<file path="config.mk">
export PLATFORM = sky130hd
export DESIGN_NAME = engc_regs
export DESIGN_NICKNAME = d
export VERILOG_FILES = /design/src/rtl/engc_pkg.sv /design/src/rtl/engc_srst_seq.sv /design/src/rtl/engc_irq_unit.sv /design/src/rtl/engc_wdog.sv /design/src/rtl/engc_regs.sv
export SDC_FILE = /design/constraint.sdc
export NUM_CORES = 1
export LEC_CHECK = 0
export BUFFER_PORTS_ARGS = -buffer_cell sky130_fd_sc_hd__buf_4
export CORE_MARGIN = 3
export CORE_UTILIZATION = 50
export CTS_BUF_LIST = sky130_fd_sc_hd__clkbuf_4
export DETAILED_ROUTE_END_ITERATION = 6
export GPL_TIMING_DRIVEN = 1
export PLACE_DENSITY_LB_ADDON = 0.1
export SLEW_MARGIN = 5
export SYNTH_ARGS = -nofsm -noshare
export SYNTH_HDL_FRONTEND = slang
export SYNTH_SLANG_ARGS = --single-unit
export TNS_END_PERCENT = 100
</file>
<file path="constraint.sdc">
create_clock -name clk -period 2.9 [get_ports clk]
set_input_delay 0.58 -clock clk [delete_from_list [all_inputs] [get_ports clk]]
set_output_delay 0.58 -clock clk [all_outputs]
set_load 0.03 [all_outputs]
</file>
<file path="src/rtl/engc_pkg.sv">
package engc_pkg;

   typedef enum logic [1:0] {
      REG_CTRL  = 2'd0,
      REG_IMASK = 2'd1,
      REG_EVT   = 2'd2,
      REG_WDOG  = 2'd3
   } reg_sel_e;

   localparam int CTRL_START_BIT = 0;
   localparam int CTRL_SRST_BIT  = 1;

   localparam int EVT_FEND_BIT = 0;
   localparam int EVT_TMO_BIT  = 1;
   localparam int EVT_ERR_LSB  = 2;

   localparam int WD_TVAL_W   = 16;
   localparam int WD_DIV_W    = 4;
   localparam int WD_DIV_LSB  = 16;
   localparam int WD_EN_BIT   = 31;

   typedef struct packed {
      logic                 en;
      logic [WD_DIV_W-1:0]  div;
      logic [WD_TVAL_W-1:0] tval;
   } wdog_cfg_t;

endpackage

</file>
<file path="src/rtl/engc_srst_seq.sv">
module engc_srst_seq #(
   parameter int RST_CYCLES = 8
) (
   input  logic clk,
   input  logic rst_n,
   input  logic req,
   output logic busy
);
   localparam int CNT_W = $clog2(RST_CYCLES + 1);

   logic [CNT_W-1:0] cnt;

   always_ff @(posedge clk or negedge rst_n) begin
      if (!rst_n)
         cnt <= '0;
      else if (req)
         cnt <= CNT_W'(RST_CYCLES);
      else if (cnt != '0)
         cnt <= cnt - 1'b1;
   end

   assign busy = (cnt != '0);


   cnt_bound_chk: assert property (@(posedge clk) disable iff (!rst_n)
      cnt <= CNT_W'(RST_CYCLES));


   busy_start_chk: assert property (@(posedge clk) disable iff (!rst_n)
      $rose(busy) |-> (cnt == CNT_W'(RST_CYCLES)));


   busy_end_chk: assert property (@(posedge clk) disable iff (!rst_n)
      $fell(busy) |-> ($past(cnt) == CNT_W'(1)));

endmodule

</file>
<file path="src/rtl/engc_irq_unit.sv">
module engc_irq_unit #(
   parameter int NEVT = 18
) (
   input  logic            clk,
   input  logic            rst_n,
   input  logic            flush,
   input  logic            en_we,
   input  logic [NEVT-1:0] en_wdata,
   input  logic            clr_we,
   input  logic [NEVT-1:0] clr_mask,
   input  logic [NEVT-1:0] evt,
   output logic [NEVT-1:0] en_q,
   output logic [NEVT-1:0] stat_q,
   output logic            irq
);

   always_ff @(posedge clk or negedge rst_n) begin
      if (!rst_n)
         en_q <= '0;
      else if (flush)
         en_q <= '0;
      else if (en_we)
         en_q <= en_wdata;
   end

   for (genvar i = 0; i < NEVT; i++) begin : g_evt
      always_ff @(posedge clk or negedge rst_n) begin
         if (!rst_n)
            stat_q[i] <= 1'b0;
         else if (flush)
            stat_q[i] <= 1'b0;
         else
            stat_q[i] <= (stat_q[i] & ~(clr_we & clr_mask[i])) | evt[i];
      end
   end

   assign irq = |(stat_q & en_q);


   flush_clears_chk: assert property (@(posedge clk) disable iff (!rst_n)
      flush |=> (stat_q == '0 && en_q == '0));


   evt_sticky_chk: assert property (@(posedge clk) disable iff (!rst_n)
      !flush |=> ((stat_q & $past(evt)) == $past(evt)));


   clr_applied_chk: assert property (@(posedge clk) disable iff (!rst_n)
      (clr_we && !flush) |=> ((stat_q & $past(clr_mask & ~evt)) == '0));


   irq_masked_chk: assert property (@(posedge clk) disable iff (!rst_n)
      (en_q == '0) |-> !irq);

endmodule

</file>
<file path="src/rtl/engc_wdog.sv">
module engc_wdog
   import engc_pkg::*;
#(
   parameter bit PRESCALE_POW2 = 1'b0
) (
   input  logic      clk,
   input  logic      rst_n,
   input  logic      flush,
   input  logic      start,
   input  logic      stop,
   input  wdog_cfg_t cfg,
   output logic      timeout
);
   localparam int PRE_W = PRESCALE_POW2 ? (1 << WD_DIV_W) - 1 : WD_DIV_W;

   logic                 running;
   logic [WD_TVAL_W-1:0] cnt;
   logic [PRE_W-1:0]     pre;
   logic [PRE_W-1:0]     pre_lim;
   logic                 tick;
   logic                 last;

   if (PRESCALE_POW2) begin : g_pow2
      assign pre_lim = (PRE_W'(1) << cfg.div) - 1'b1;
   end else begin : g_lin
      assign pre_lim = PRE_W'(cfg.div);
   end

   assign tick    = running && (pre == pre_lim);
   assign last    = (cnt <= WD_TVAL_W'(1));
   assign timeout = tick && last && !start && !stop && !flush;

   always_ff @(posedge clk or negedge rst_n) begin
      if (!rst_n) begin
         running <= 1'b0;
         cnt     <= '0;
         pre     <= '0;
      end else if (flush) begin
         running <= 1'b0;
         cnt     <= '0;
         pre     <= '0;
      end else if (start) begin
         running <= cfg.en;
         cnt     <= cfg.tval;
         pre     <= '0;
      end else if (stop) begin
         running <= 1'b0;
      end else if (running) begin
         if (tick) begin
            pre <= '0;
            if (last)
               running <= 1'b0;
            else
               cnt <= cnt - 1'b1;
         end else begin
            pre <= pre + 1'b1;
         end
      end
   end


   tmo_halts_chk: assert property (@(posedge clk) disable iff (!rst_n)
      timeout |=> !running);


   stop_halts_chk: assert property (@(posedge clk) disable iff (!rst_n)
      (stop && !start) |=> !running);


   off_idle_chk: assert property (@(posedge clk) disable iff (!rst_n)
      (start && !cfg.en && !flush) |=> !running);


   flush_halts_chk: assert property (@(posedge clk) disable iff (!rst_n)
      flush |=> !running);

endmodule

</file>
<file path="src/rtl/engc_regs.sv">
module engc_regs
   import engc_pkg::*;
#(
   parameter int ADDR_W        = 4,
   parameter int DATA_W        = 32,
   parameter int NERR          = 16,
   parameter int RST_CYCLES    = 8,
   parameter bit PRESCALE_POW2 = 1'b0
) (
   input  logic              clk,
   input  logic              rst_n,
   input  logic              bus_wr,
   input  logic [ADDR_W-1:0] bus_addr,
   input  logic [DATA_W-1:0] bus_wdata,
   output logic [DATA_W-1:0] bus_rdata,
   input  logic              frame_done,
   input  logic [NERR-1:0]   param_err,
   output logic              irq,
   output logic              start_pulse
);
   localparam int NEVT = NERR + EVT_ERR_LSB;

   if (ADDR_W < 3) begin : g_bad_addr
      $error("engc_regs: ADDR_W must be at least 3");
   end
   if (DATA_W < 32) begin : g_bad_data
      $error("engc_regs: DATA_W must be at least 32");
   end
   if (NEVT > DATA_W) begin : g_bad_nevt
      $error("engc_regs: too many event bits for DATA_W");
   end
   if (RST_CYCLES < 1) begin : g_bad_rst
      $error("engc_regs: RST_CYCLES must be at least 1");
   end

   logic      mapped;
   reg_sel_e  sel;
   logic      busy;
   logic      wr_ctrl, srst_req, start_req;
   logic      en_we, clr_we;
   logic      tmo;
   wdog_cfg_t wd_cfg;
   logic [NEVT-1:0] evt, en_q, stat_q;

   assign mapped = (bus_addr[ADDR_W-1:2] == '0);
   assign sel    = reg_sel_e'(bus_addr[1:0]);

   assign wr_ctrl   = bus_wr && mapped && (sel == REG_CTRL);
   assign srst_req  = wr_ctrl && bus_wdata[CTRL_SRST_BIT] && !busy;
   assign start_req = wr_ctrl && bus_wdata[CTRL_START_BIT] && !busy && !srst_req;
   assign en_we     = bus_wr && mapped && (sel == REG_IMASK) && !busy;
   assign clr_we    = bus_wr && mapped && (sel == REG_EVT) && !busy;

   always_ff @(posedge clk or negedge rst_n) begin
      if (!rst_n) begin
         wd_cfg      <= '0;
         start_pulse <= 1'b0;
      end else begin
         start_pulse <= start_req;
         if (bus_wr && mapped && (sel == REG_WDOG)) begin
            wd_cfg.en   <= bus_wdata[WD_EN_BIT];
            wd_cfg.div  <= bus_wdata[WD_DIV_LSB +: WD_DIV_W];
            wd_cfg.tval <= bus_wdata[WD_TVAL_W-1:0];
         end
      end
   end

   engc_srst_seq #(
      .RST_CYCLES(RST_CYCLES)
   ) u_srst (
      .clk  (clk),
      .rst_n(rst_n),
      .req  (srst_req),
      .busy (busy)
   );

   engc_wdog #(
      .PRESCALE_POW2(PRESCALE_POW2)
   ) u_wdog (
      .clk    (clk),
      .rst_n  (rst_n),
      .flush  (busy),
      .start  (start_req),
      .stop   (frame_done),
      .cfg    (wd_cfg),
      .timeout(tmo)
   );

   assign evt = {param_err, tmo, frame_done};

   engc_irq_unit #(
      .NEVT(NEVT)
   ) u_irq (
      .clk     (clk),
      .rst_n   (rst_n),
      .flush   (busy),
      .en_we   (en_we),
      .en_wdata(bus_wdata[NEVT-1:0]),
      .clr_we  (clr_we),
      .clr_mask(bus_wdata[NEVT-1:0]),
      .evt     (evt),
      .en_q    (en_q),
      .stat_q  (stat_q),
      .irq     (irq)
   );

   always_comb begin
      bus_rdata = '0;
      if (mapped) begin
         unique case (sel)
            REG_CTRL:  bus_rdata[CTRL_SRST_BIT] = busy;
            REG_IMASK: bus_rdata[NEVT-1:0] = en_q;
            REG_EVT:   bus_rdata[NEVT-1:0] = stat_q;
            REG_WDOG: begin
               bus_rdata[WD_EN_BIT]                = wd_cfg.en;
               bus_rdata[WD_DIV_LSB +: WD_DIV_W]  = wd_cfg.div;
               bus_rdata[WD_TVAL_W-1:0]           = wd_cfg.tval;
            end
            default: bus_rdata = '0;
         endcase
      end
   end


   no_start_in_reset_chk: assert property (@(posedge clk) disable iff (!rst_n)
      start_pulse |-> !busy);

endmodule

</file>
==> impl_table.tex <==
\begin{tabular}{lr}
\hline
Metric & Value \\
\hline
\multicolumn{2}{l}{\textbf{Drt}} \\
Vias & 4,049 \\
Final routed wire length divided by cell count & 18.31 um \\
Detailed-route vias per instance & 5.937 \\
Post-route DRC violation count & 0 \\
Number of detailed-route iterations in the first pass & 4 \\
Routed Wire Length & 12,490 um \\
Number of nets still failing antenna checks after routing & 0 \\
Initial drt markers & 284 \\
\multicolumn{2}{l}{\textbf{Synth}} \\
Count of mapped cells out of synthesis & 499 \\
Unique cell type count in the Yosys netlist & 52 \\
Post-synthesis area per instance & 9.270 um2 \\
Async set or reset register ratio after synthesis & 1.000 \\
Post-Synthesis Cell Area & 4626 um2 \\
Synth Area in Adders & 0.01352 \\
Number of flops mapped to enable cells by yosys & 0 \\
Area share of the leading cell type in the synthesized netlist & 0.4490 \\
Sequential cell area fraction in the yosys report & 0.4490 \\
Leading register cell type out of synthesis & dfrtp\_1 \\
Cell taking the most area after synthesis & dfrtp\_1 \\
Warnings, synthesis & 0 \\
Area share of and/or/nand/nor cells after synthesis & 0.2104 \\
Synthesis-stage register bit count & 83 \\
Mux cell area share after synthesis & 0.1125 \\
Main area contributors after synthesis & dfrtp\_1 45\%, mux2\_2 9.3\%, nand2\_1 6.2\% \\
Post-synthesis share of cell area spent on xor and xnor gates & 0.01325 \\
Largest family of logic cells by synthesized area & simple AND/OR/NAND/NOR gates \\
List of most frequent post-synthesis cells & 83 x dfrtp\_1, 77 x nand2\_1, 49 x nor2\_1 \\
Cell with the most instances after synthesis & dfrtp\_1 \\
Complex-gate fraction of the synthesized area & 0.1534 \\
\multicolumn{2}{l}{\textbf{Worst setup path}} \\
CP peak stage delay & 0.45 ns \\
Cell breakdown of the critical path & inv\_2 -> ha\_4 -> or3b\_4 -> mux4\_2 -> and2\_1 -> buf\_4 \\
Crit. End Element & primary output \\
Kind of launch point of the worst setup path & flop \\
Data arrival time of the critical path & 2.24 ns \\
WS Path Type & flop to primary output \\
Launch point of the worst reg-to-reg path & u\_wdog.cnt[10] \\
Number of cells traversed by the worst register-to-register path & 5 \\
R2r endpoint & u\_irq.stat\_q[1] \\
Slowest stage cell, crit path & mux4\_2 \\
Register-to-register path setup slack & 0.28 ns \\
Crit path required time & 2.32 ns \\
Maximum fanout along the worst path & 3 \\
\multicolumn{2}{l}{\textbf{Timing}} \\
Final Max Slew Viols & 0 \\
Post-route minimum period & 2.820 ns \\
Achievable clock frequency & 354.7 MHz \\
Setup-violating endpoint count in the final report & 0 \\
Final setup skew & 0.01213 ns \\
Worst rel slew slack & 0.4924 \\
Final hold violations & 0 \\
Fin crit share & 0.9723 \\
Tightest Pin Transition & 0.7508 ns \\
\multicolumn{2}{l}{\textbf{Global routing}} \\
Met3 track demand over resource in global routing & 0.04778 \\
Number of global-route vias before repair & 3,996 \\
Overall fraction of global-route tracks in use & 0.2509 \\
Met1 GRT Util & 0.3536 \\
Global Route met2 Usage & 0.4088 \\
GRT Max-Usage Layer & met2 \\
Residual overflow from global routing & 0 \\
Initial antenna violation count & 0 \\
Largest net degree at the start of global routing & 48 \\
Wire length of the first global-routing pass & 20,440 um \\
\multicolumn{2}{l}{\textbf{Floorplan}} \\
Die Y & 102.2 um \\
Number of core rows & 34 \\
Core ar. & 8848 um2 \\
Top-level port count & 90 \\
Die ar. & 10,440 um2 \\
X dimension of the die & 102.2 um \\
Initial Utilization & 0.5228 \\
\multicolumn{2}{l}{\textbf{Clock tree}} \\
Hold bufs inserted after CTS & 0 \\
Total number of H-tree levels & 3 \\
Clock tree root driver cell & clkbuf\_4 \\
Clock buffer count from CTS & 9 \\
Clock slew at reported path FFs & 0.13 ns \\
Clock network latency to the later pin of the worst-skew pair & 0.42 ns \\
CTS max path bufs & 2 \\
Sink Count & 83 \\
CTS tree & done \\
\multicolumn{2}{l}{\textbf{Power and ir drop}} \\
Total leakage power & 2.459 nW \\
VDD IR-drop max & 0.2244 mV \\
Cell area power density & 508.2 nW/um2 \\
\multicolumn{2}{l}{\textbf{Place}} \\
Placed cell area & 5239 um2 \\
Final HPWL from detailed placement & 8588 um \\
Total of buffers placed on input and output ports & 67 \\
GP Congestion & 0.8251 \\
\multicolumn{2}{l}{\textbf{Cells and area}} \\
Layout net count & 631 \\
Ratio of cells with drive above 1 in the final layout & 0.2770 \\
Synthesis-to-layout area growth & 17.42\% \\
ANT cells & 0 \\
Cell area after layout & 5431 um2 \\
Share of the core filled with cells & 0.6138 \\
\multicolumn{2}{l}{\textbf{Flow run}} \\
Number of maximum-capacitance violations & 0 \\
\multicolumn{2}{l}{\textbf{Outcome}} \\
Result of the run & finished, final reports clean \\
\multicolumn{2}{l}{\textbf{Worst hold path}} \\
Worst hold-check path type & primary input to asynchronous set/reset pin \\
\hline
\end{tabular}
==> registers in the layout, summed over array words and instances (netlist names) <==
name	flops
start_pulse	1
u_irq.en_q	18
u_irq.stat_q	18
u_srst.cnt	4
u_wdog.cnt	16
u_wdog.pre	4
u_wdog.running	1
wd_cfg	21
==> layout by cell type, fill, tap and decap left out, drive strengths merged, types with 6 or more instances in the layout <==
cell,count
and2,6
or4,6
o211ai,8
o21ai,8
nor2,49
mux2i,7
mux2,38
clkbuf,9
conb,11
nor3,13
nor4,8
nand2,77
a21oi,47
or3,6
a22oi,20
nand3,15
buf,89
dfrtp,83
inv,6
o311ai,6
==> worst max-delay path: cells and delay by family, from the launching register on <==
family / cells / cell delay [ns]
AND/OR/NAND/NOR: 2 / 0.55
buffers and inverters: 2 / 0.26
multiplexers: 1 / 0.45
flip-flops: 1 / 0.42
adder cells (fa/ha/maj): 1 / 0.14
==> layer usage <==
layer  part of all wire  routed length (um)  vias up
li1                   -                   -     1915
met1               0.44                5529     1988
met2               0.48                6034      137
met3              0.066                 818        9
met4             0.0085                 106        0
met5                  0                   0        -
==> what timing repair did <==
| item | CTS | global route |
|---|---|---|
| pin swaps | 1 | 1 |
| setup endpoints to repair | 1 | 1 |
| buffers inserted | 2 | 5 |
| resized for setup | 4 | 1 |
==> area by class of cell <==
class                   count  area [um2]
clock inverters             6       57.56
fillers                   772        3417
repair buffers             89       680.7
inverters                   6       22.52
multi-input cells         381        2391
clock buffers               9       67.56
flip-flops and latches     83        2077
well taps                 108       135.1
==> cell families (layout without fill, tap and decap cells) <==
family	count (synthesis)	count (layout)
and+or+nand+nor	204	204
DFF	83	83
muxes	46	46
buffers and inverters	45	110
AOI/OAI and AO/OA	108	108
adders and majority gates	5	5
xor gates and xnor gates	7	7
other	1	11
==> power by group <==
part / internal [mW] / switching, mW
clock network: 0.253 / 0.406
registers: 1.28 / 0.140
logic: 0.328 / 0.350
==> stage by stage <==
stage	total power [mW]	hold WS [ns]	std cells	setup slack [ns]	setup TNS [ns]
3_5_place_dp	2.015	0.5074	660	0.3159	0
4_1_cts	2.700	0.1168	677	0.02491	0
6_report	2.760	0.1270	682	0.08038	0
5_1_grt	2.906	0.1249	682	-0.002449	-0.002449
2_1_floorplan	1.787	0.2844	509	0.3115	0
3_3_place_gp	1.993	0.4981	660	0.3301	0
==> how the worst max path moves through the flow <==
stage / start / endpoint / slack (ns) / cells past startpoint
floorplan: bus_addr[0] / bus_rdata[10] / 0.31 / 6
global placement: u_wdog.cnt[11] / u_irq.stat_q[1] / 0.33 / 5
detailed placement: u_wdog.cnt[10] / u_irq.stat_q[1] / 0.32 / 5
CTS: u_srst.cnt[1] / bus_rdata[1] / 0.02 / 6
global route: u_srst.cnt[1] / bus_rdata[1] / -0.002 / 6
finish: u_srst.cnt[1] / bus_rdata[1] / 0.08 / 6
(Power assumes the default switching activity.)
